===== src/rtl/hn_pkg.sv =====
package hn_pkg;
  localparam int DW = 8;
  localparam int REG_AW = 3;
  localparam int NBYTES = 3;
  localparam int IDXW = 2;
  localparam logic [6:0] HOST_ADDR = 7'h08;

  localparam logic [REG_AW-1:0] REG_STAT = 3'd0;
  localparam logic [REG_AW-1:0] REG_CTRL = 3'd1;
  localparam logic [REG_AW-1:0] REG_NADDR = 3'd2;
  localparam logic [REG_AW-1:0] REG_NDLO = 3'd3;
  localparam logic [REG_AW-1:0] REG_NDHI = 3'd4;

  typedef enum logic [2:0] {
    ST_IDLE, ST_ADDR, ST_AACK, ST_DATA, ST_DACK, ST_SKIP
  } hnState_t;

  typedef struct packed {
    logic shiftEn;
    logic shiftBit;
    logic loadEn;
    logic [IDXW-1:0] loadIdx;
    logic commit;
  } hnStrobe_t;
endpackage


===== src/rtl/hn_filter.sv =====
module hn_filter #(
  parameter int SYNC_STAGES = 2,
  parameter int FILT_CYC = 3
) (
  input  logic clk,
  input  logic rstN,
  input  logic rawIn,
  output logic filtOut
);
  localparam int CW = $clog2(FILT_CYC + 1);

  logic [SYNC_STAGES-1:0] syncQ;
  logic [CW-1:0] cnt;
  logic syncBit;

  assign syncBit = syncQ[SYNC_STAGES-1];

  always_ff @(posedge clk or negedge rstN) begin
    if (!rstN) syncQ <= '1;
    else       syncQ <= {syncQ[SYNC_STAGES-2:0], rawIn};
  end

  always_ff @(posedge clk or negedge rstN) begin
    if (!rstN) begin
      filtOut <= 1'b1;
      cnt <= '0;
    end else if (syncBit == filtOut) begin
      cnt <= '0;
    end else if (cnt == CW'(FILT_CYC - 1)) begin
      filtOut <= syncBit;
      cnt <= '0;
    end else begin
      cnt <= cnt + 1'b1;
    end
  end

  AST_FILT_FOLLOWS_SYNC: assert property (@(posedge clk) disable iff (!rstN)
    (filtOut != $past(filtOut)) |-> ($past(syncBit) == filtOut));
endmodule


===== src/rtl/hn_ctrl.sv =====
module hn_ctrl
  import hn_pkg::*;
(
  input  logic clk,
  input  logic rstN,
  input  logic sclF,
  input  logic sdaF,
  input  logic [DW-1:0] rxByte,
  input  logic flagQ,
  output hnStrobe_t stb,
  output logic sdaOe
);
  hnState_t st, stN;
  logic [3:0] bitCnt, bitN;
  logic [IDXW-1:0] byteIdx, idxN;
  logic sclQ, sdaQ, sdaOeQ, oeN;
  logic sclRise, sclFall, startEv, stopEv;

  assign sclRise = sclF & ~sclQ;
  assign sclFall = ~sclF & sclQ;
  assign startEv = sclF & sclQ & sdaQ & ~sdaF;
  assign stopEv  = sclF & sclQ & ~sdaQ & sdaF;
  assign sdaOe = sdaOeQ;

  always_comb begin
    stN = st;
    bitN = bitCnt;
    idxN = byteIdx;
    oeN = sdaOeQ;
    stb = '0;
    if (startEv) begin
      stN = ST_ADDR;
      bitN = '0;
      idxN = '0;
      oeN = 1'b0;
    end else if (stopEv) begin
      if (st == ST_DATA && byteIdx == IDXW'(NBYTES) && bitCnt <= 4'd1)
        stb.commit = 1'b1;
      stN = ST_IDLE;
      oeN = 1'b0;
    end else begin
      case (st)
        ST_ADDR, ST_DATA: begin
          if (sclRise && bitCnt < 4'd8) begin
            stb.shiftEn = 1'b1;
            stb.shiftBit = sdaF;
            bitN = bitCnt + 4'd1;
          end else if (sclFall && bitCnt == 4'd8) begin
            if (st == ST_ADDR) begin
              if (rxByte == {HOST_ADDR, 1'b0} && !flagQ) begin
                stN = ST_AACK;
                oeN = 1'b1;
              end else begin
                stN = ST_SKIP;
              end
            end else if (byteIdx != IDXW'(NBYTES)) begin
              stb.loadEn = 1'b1;
              stb.loadIdx = byteIdx;
              idxN = byteIdx + 1'b1;
              stN = ST_DACK;
              oeN = 1'b1;
            end else begin
              stN = ST_SKIP;
            end
          end
        end
        ST_AACK, ST_DACK: begin
          if (sclFall) begin
            oeN = 1'b0;
            stN = ST_DATA;
            bitN = '0;
          end
        end
        default: ;
      endcase
    end
  end

  always_ff @(posedge clk or negedge rstN) begin
    if (!rstN) begin
      st <= ST_IDLE;
      bitCnt <= '0;
      byteIdx <= '0;
      sclQ <= 1'b1;
      sdaQ <= 1'b1;
      sdaOeQ <= 1'b0;
    end else begin
      st <= stN;
      bitCnt <= bitN;
      byteIdx <= idxN;
      sclQ <= sclF;
      sdaQ <= sdaF;
      sdaOeQ <= oeN;
    end
  end

  AST_ACK_ON_LOW_SCL: assert property (@(posedge clk) disable iff (!rstN)
    $rose(sdaOeQ) |-> !sclF);
  AST_NACK_WHEN_FULL: assert property (@(posedge clk) disable iff (!rstN)
    (st == ST_ADDR && sclFall && bitCnt == 4'd8 && flagQ) |=> !sdaOeQ);
  AST_START_ABORTS: assert property (@(posedge clk) disable iff (!rstN)
    startEv |=> (st == ST_ADDR && byteIdx == '0));
endmodule


===== src/rtl/hn_dp.sv =====
module hn_dp
  import hn_pkg::*;
(
  input  logic clk,
  input  logic rstN,
  input  hnStrobe_t stb,
  input  logic [REG_AW-1:0] regAddr,
  input  logic regWr,
  input  logic [DW-1:0] regWdata,
  output logic [DW-1:0] rxByte,
  output logic flagQ,
  output logic [DW-1:0] regRdata,
  output logic irq
);
  logic [DW-1:0] stgQ [NBYTES];
  logic [DW-1:0] naddrQ, ndLoQ, ndHiQ;
  logic ienQ;
  logic clrReq;
  logic unusedWbits;

  assign unusedWbits = ^regWdata[DW-1:1];
  assign clrReq = regWr && regAddr == REG_STAT && regWdata[0];
  assign irq = flagQ & ienQ;

  always_ff @(posedge clk or negedge rstN) begin
    if (!rstN) rxByte <= '0;
    else if (stb.shiftEn) rxByte <= {rxByte[DW-2:0], stb.shiftBit};
  end

  for (genvar g = 0; g < NBYTES; g++) begin : gStage
    always_ff @(posedge clk or negedge rstN) begin
      if (!rstN) stgQ[g] <= '0;
      else if (stb.loadEn && stb.loadIdx == IDXW'(g)) stgQ[g] <= rxByte;
    end
  end

  always_ff @(posedge clk or negedge rstN) begin
    if (!rstN) begin
      naddrQ <= '0;
      ndLoQ <= '0;
      ndHiQ <= '0;
      flagQ <= 1'b0;
      ienQ <= 1'b0;
    end else begin
      if (stb.commit) begin
        naddrQ <= {stgQ[0][DW-1:1], 1'b0};
        ndLoQ <= stgQ[1];
        ndHiQ <= stgQ[2];
        flagQ <= 1'b1;
      end else if (clrReq) begin
        flagQ <= 1'b0;
      end
      if (regWr && regAddr == REG_CTRL) ienQ <= regWdata[0];
    end
  end

  always_comb begin
    case (regAddr)
      REG_STAT:  regRdata = {{(DW-1){1'b0}}, flagQ};
      REG_CTRL:  regRdata = {{(DW-1){1'b0}}, ienQ};
      REG_NADDR: regRdata = naddrQ;
      REG_NDLO:  regRdata = ndLoQ;
      REG_NDHI:  regRdata = ndHiQ;
      default:   regRdata = '0;
    endcase
  end

  AST_COMMIT_SETS_FLAG: assert property (@(posedge clk) disable iff (!rstN)
    stb.commit |=> flagQ);
  AST_W1C_CLEARS: assert property (@(posedge clk) disable iff (!rstN)
    (clrReq && !stb.commit) |=> !flagQ);
  AST_W0_KEEPS: assert property (@(posedge clk) disable iff (!rstN)
    (flagQ && !clrReq) |=> flagQ);
  AST_HOLD_WHILE_FULL: assert property (@(posedge clk) disable iff (!rstN)
    flagQ |=> ($stable(naddrQ) && $stable(ndLoQ) && $stable(ndHiQ)));
endmodule


===== src/rtl/hnotify_rx.sv =====
module hnotify_rx
  import hn_pkg::*;
#(
  parameter int SYNC_STAGES = 2,
  parameter int FILT_CYC = 3
) (
  input  logic clk,
  input  logic rstN,
  input  logic sclIn,
  input  logic sdaIn,
  output logic sdaOe,
  input  logic [REG_AW-1:0] regAddr,
  input  logic regWr,
  input  logic [DW-1:0] regWdata,
  output logic [DW-1:0] regRdata,
  output logic irq
);
  localparam int NLINES = 2;

  logic [NLINES-1:0] rawVec, filtVec;
  hnStrobe_t stb;
  logic [DW-1:0] rxByte;
  logic flagQ;

  assign rawVec = {sdaIn, sclIn};

  for (genvar g = 0; g < NLINES; g++) begin : gLine
    hn_filter #(.SYNC_STAGES(SYNC_STAGES), .FILT_CYC(FILT_CYC)) i_filt (
      .clk(clk), .rstN(rstN), .rawIn(rawVec[g]), .filtOut(filtVec[g])
    );
  end

  hn_ctrl i_ctrl (
    .clk(clk), .rstN(rstN), .sclF(filtVec[0]), .sdaF(filtVec[1]),
    .rxByte(rxByte), .flagQ(flagQ), .stb(stb), .sdaOe(sdaOe)
  );

  hn_dp i_dp (
    .clk(clk), .rstN(rstN), .stb(stb), .regAddr(regAddr), .regWr(regWr),
    .regWdata(regWdata), .rxByte(rxByte), .flagQ(flagQ),
    .regRdata(regRdata), .irq(irq)
  );
endmodule


===== config.mk =====
export PLATFORM = sky130hd
export DESIGN_NAME = hnotify_rx
export DESIGN_NICKNAME = d
export VERILOG_FILES = /design/src/rtl/hn_pkg.sv /design/src/rtl/hn_filter.sv /design/src/rtl/hn_ctrl.sv /design/src/rtl/hn_dp.sv /design/src/rtl/hnotify_rx.sv
export SDC_FILE = /design/constraint.sdc
export NUM_CORES = 1
export LEC_CHECK = 0
export BUFFER_PORTS_ARGS = -buffer_cell sky130_fd_sc_hd__buf_2
export CORE_UTILIZATION = 59
export CTS_CLUSTER_SIZE = 16
export DETAILED_ROUTE_END_ITERATION = 16
export PLACE_DENSITY_LB_ADDON = 0.12
export RECOVER_POWER = 50
export SLEW_MARGIN = 20
export SYNTH_ARGS = -nofsm -noshare
export SYNTH_HDL_FRONTEND = slang
export SYNTH_HIERARCHICAL = 1
export SYNTH_SLANG_ARGS = --single-unit

===== constraint.sdc =====
create_clock -name clk -period 2.5 [get_ports clk]
set_input_delay 0.25 -clock clk [delete_from_list [all_inputs] [get_ports clk]]
set_output_delay 0.25 -clock clk [all_outputs]
set_load 0.02 [all_outputs]

==> results.json <==
{
  "status": "complete, but fails checks",
  "violations": "capacitance limit, slew limit",
  "wl_um": 5970,
  "synth_common_cells": "dfrtp_1, mux2_2, nand2_1",
  "fin_ws_ns": 0.250,
  "core_um2": 5610,
  "clock_power_share": 0.297,
  "synthCells": 254,
  "fin_cells": 360,
  "power_density_nw_per_um2": 781,
  "cp.arrival_ns": 2.47,
  "ant_nets": 0,
  "io_buffers": 18,
  "drt_first_pass_iters": 4,
  "num_rows": 27,
  "comb_power_share": 0.196,
  "internal_power_mw": 2.15,
  "worstMarginPinSlew_ns": 1.84,
  "cts_hold_buffers": 2,
  "holdCritPathClass": "in -> reg",
  "diodes": 0,
  "ir_worst_vdd_v": 0.000589,
  "pre_cts_ws_ns": 0.267,
  "criticalPathCategory": "reg -> reg",
  "start_kind": "flop",
  "yosysMostFrequentCell": "dfrtp_1",
  "rsz0062_at_grt": "no",
  "vias": 2043,
  "cap_viol_max_count": 1,
  "ff2ff_path_depth": 8,
  "clockRootBuffer": "clkbuf_8",
  "slowest_stage": "dfrtp_1",
  "cts_tree": "built",
  "power.switching_mw": 0.884,
  "synth.avg_cell_area_um2": 13.7,
  "dp_hpwl_um": 3900,
  "post_cts_buffers": 0,
  "overflow": 0,
  "fin_total_pwr_mw": 3.03,
  "fp.dieArea_um2": 6230,
  "drc_errors": 0,
  "fin_tns_setup_ns": 0,
  "cts.htree.levels": 3,
  "cts.sinks": 78,
  "synth-edff-count": 0,
  "post_dp_cell_area_um2": 3680,
  "cp_max_fo": 7,
  "via_per_inst": 5.68,
  "dp.cells": 342,
  "crit_required_ns": 2.72,
  "synth.area.top_cells": "dfrtp_1, mux2_2, dfstp_2",
  "hold-path-cell-count": 2,
  "seqPwrFrac": 0.506,
  "grt_use_total": 0.219,
  "max_freq_mhz": 445,
  "slowest_delay_ns": 0.44,
  "die_width_um": 78.9,
  "grt_first_pass_wirelength_um": 10100,
  "ios": 26,
  "synth_async_sr_flop_share": 1.00,
  "worstSetupEndpointType": "flop",
  "final_nets": 306,
  "slew_viol_final": 79,
  "clk_pin_slew_ns": 0.08,
  "syn_area_um2": 3490,
  "grt_max_degree": 79,
  "crit_chain": "inv_1, ha_1, nand3b_1, nor3_2, and2_1, nor3b_4, buf_4, mux2_2",
  "post_drt_wl_per_cell_um": 16.6,
  "clk_latency_ns": 0.34,
  "ys_seq_area_frac": 0.562,
  "finalCriticalPeriod_ns": 2.25,
  "gp_congestion": 0.768,
  "period_share": 0.900,
  "ys.flop_type": "dfrtp_1",
  "setup_viol": 0,
  "yosysTopAreaCell": "dfrtp_1",
  "postCtsResizedCells": 0,
  "yosysWarnings": 6,
  "synth-seq-cells": 78,
  "p_sw_frac": 0.291,
  "cts_buffer_depth": 2,
  "antenna_found_initial": 0,
  "finalHoldViolations": 0,
  "die_y_um": 78.9,
  "cts_inserted_buffers": 9,
  "area_growth_pct": 11.3,
  "clock_skew_ns": 0.0115,
  "initial_utilization": 0.622,
  "ys_types": 44,
  "synth_fp_nets": 277,
  "synth_top_area_frac": 0.502,
  "grt_pass1_vias": 2117,
  "final_layout_size_suffix_gt1_frac": 0.399,
  "relSlewSlack": -0.229,
  "drtIter0Drc": 99,
  "final_area_um2": 3880,
  "leakage_nw": 1.86
}
[power by group through the flow]
stage                     clock network, mW  registers, mW  logic [mW]
after global placement                    0           1.55       0.575
final                                 0.902           1.53       0.596
after global routing                  0.982           1.56       0.654
after CTS                             0.921           1.54       0.597
after floorplan                           0           1.53       0.476
after detailed placement                  0           1.56       0.594
[metrics by stage]
step / utilization / hold slack, ns
after floorplan: - / -0.0456
after global placement: 0.656 / 0.346
after detailed placement: 0.656 / 0.349
after CTS: 0.693 / 0.0903
after global routing: 0.692 / 0.162
final: 0.692 / 0.169
[layer usage]
metal,track usage,wire length [um]
met5,0,0
met2,0.330,2670
met1,0.308,3010
met4,0.104,114
met3,0.0414,175
[layout by cell type, fill, tap and decap left out, drive strengths merged, types with 3 or more instances in the layout]
| cell | Yosys | final |
|---|---|---|
| clkbuf | 0 | 11 |
| nand3b | 3 | 3 |
| mux2i | 11 | 11 |
| nand4b | 3 | 3 |
| xnor2 | 5 | 5 |
| inv | 8 | 9 |
| nand2b | 4 | 4 |
| ha | 7 | 7 |
| o31ai | 3 | 3 |
| buf | 6 | 21 |
| and3 | 3 | 3 |
| nand2 | 13 | 13 |
| dfrtp | 70 | 70 |
| nor2 | 8 | 8 |
| o21ai | 9 | 9 |
| nor3 | 6 | 6 |
| clkinv | 0 | 3 |
| mux2 | 59 | 59 |
| nor3b | 6 | 6 |
| dfstp | 8 | 8 |
[worst paths after layout]
kind / from / endpoint / slack (ns)
hold / removal: regWdata[0] / i_dp/ienQ / 0.17
max in group asynchronous: rstN / i_dp/stgQ[11] / 1.00
setup / recovery: i_ctrl/bitCnt[0] / i_dp/stgQ[18] / 0.25
min in group asynchronous: rstN / i_ctrl/sdaOe / 0.41
setup reg to reg: i_ctrl/bitCnt[0] / i_dp/stgQ[18] / 0.25
hold reg to reg: gLine[0].i_filt/syncQ[0] / gLine[0].i_filt/syncQ[1] / 0.36
[cell type report]
class | instances | area [um2]
fillers | 408 | 1730
well taps | 72 | 90.1
multi-input cells | 162 | 1470
inverters | 8 | 30.0
repair buffers | 24 | 140
clock buffers | 10 | 128
flip-flops and latches | 78 | 1960
clock inverters | 6 | 61.3
[registers in the layout (all words and copies together), names as in the netlist]
register,cells
i_dp/naddrQ,7
i_ctrl/sdaOe,1
i_dp/flagQ,1
i_dp/rxByte,8
i_ctrl/byteIdx,2
i_dp/ienQ,1
gLine.i_filt/syncQ,4
i_ctrl/st,3
i_dp/ndLoQ,8
i_ctrl/sclQ,1
i_ctrl/sdaQ,1
i_dp/ndHiQ,8
gLine.i_filt/cnt,4
i_ctrl/bitCnt,4
i_dp/stgQ,23
gLine.i_filt/filtOut,2
[critical path: cells and delay by family (launching register included)]
| family | cells | cell delay, ns |
|---|---|---|
| mux | 1 | 0.35 |
| buf+inv | 2 | 0.31 |
| fa+ha+maj | 1 | 0.15 |
| simple gates | 4 | 0.88 |
| flops | 1 | 0.44 |
[cell families (layout without fill, tap and decap cells)]
family | Yosys count | after routing | share of synthesized area
DFF | 78 | 78 | 0.562
muxes | 70 | 70 | 0.225
and+or+nand+nor | 57 | 57 | 0.110
AOI/OAI and AO/OA | 23 | 23 | 0.0466
buffers and inverters | 14 | 48 | 0.0179
adders and majority gates | 7 | 7 | 0.0251
xor gates and xnor gates | 5 | 5 | 0.0125
(Power assumes the default switching activity.)
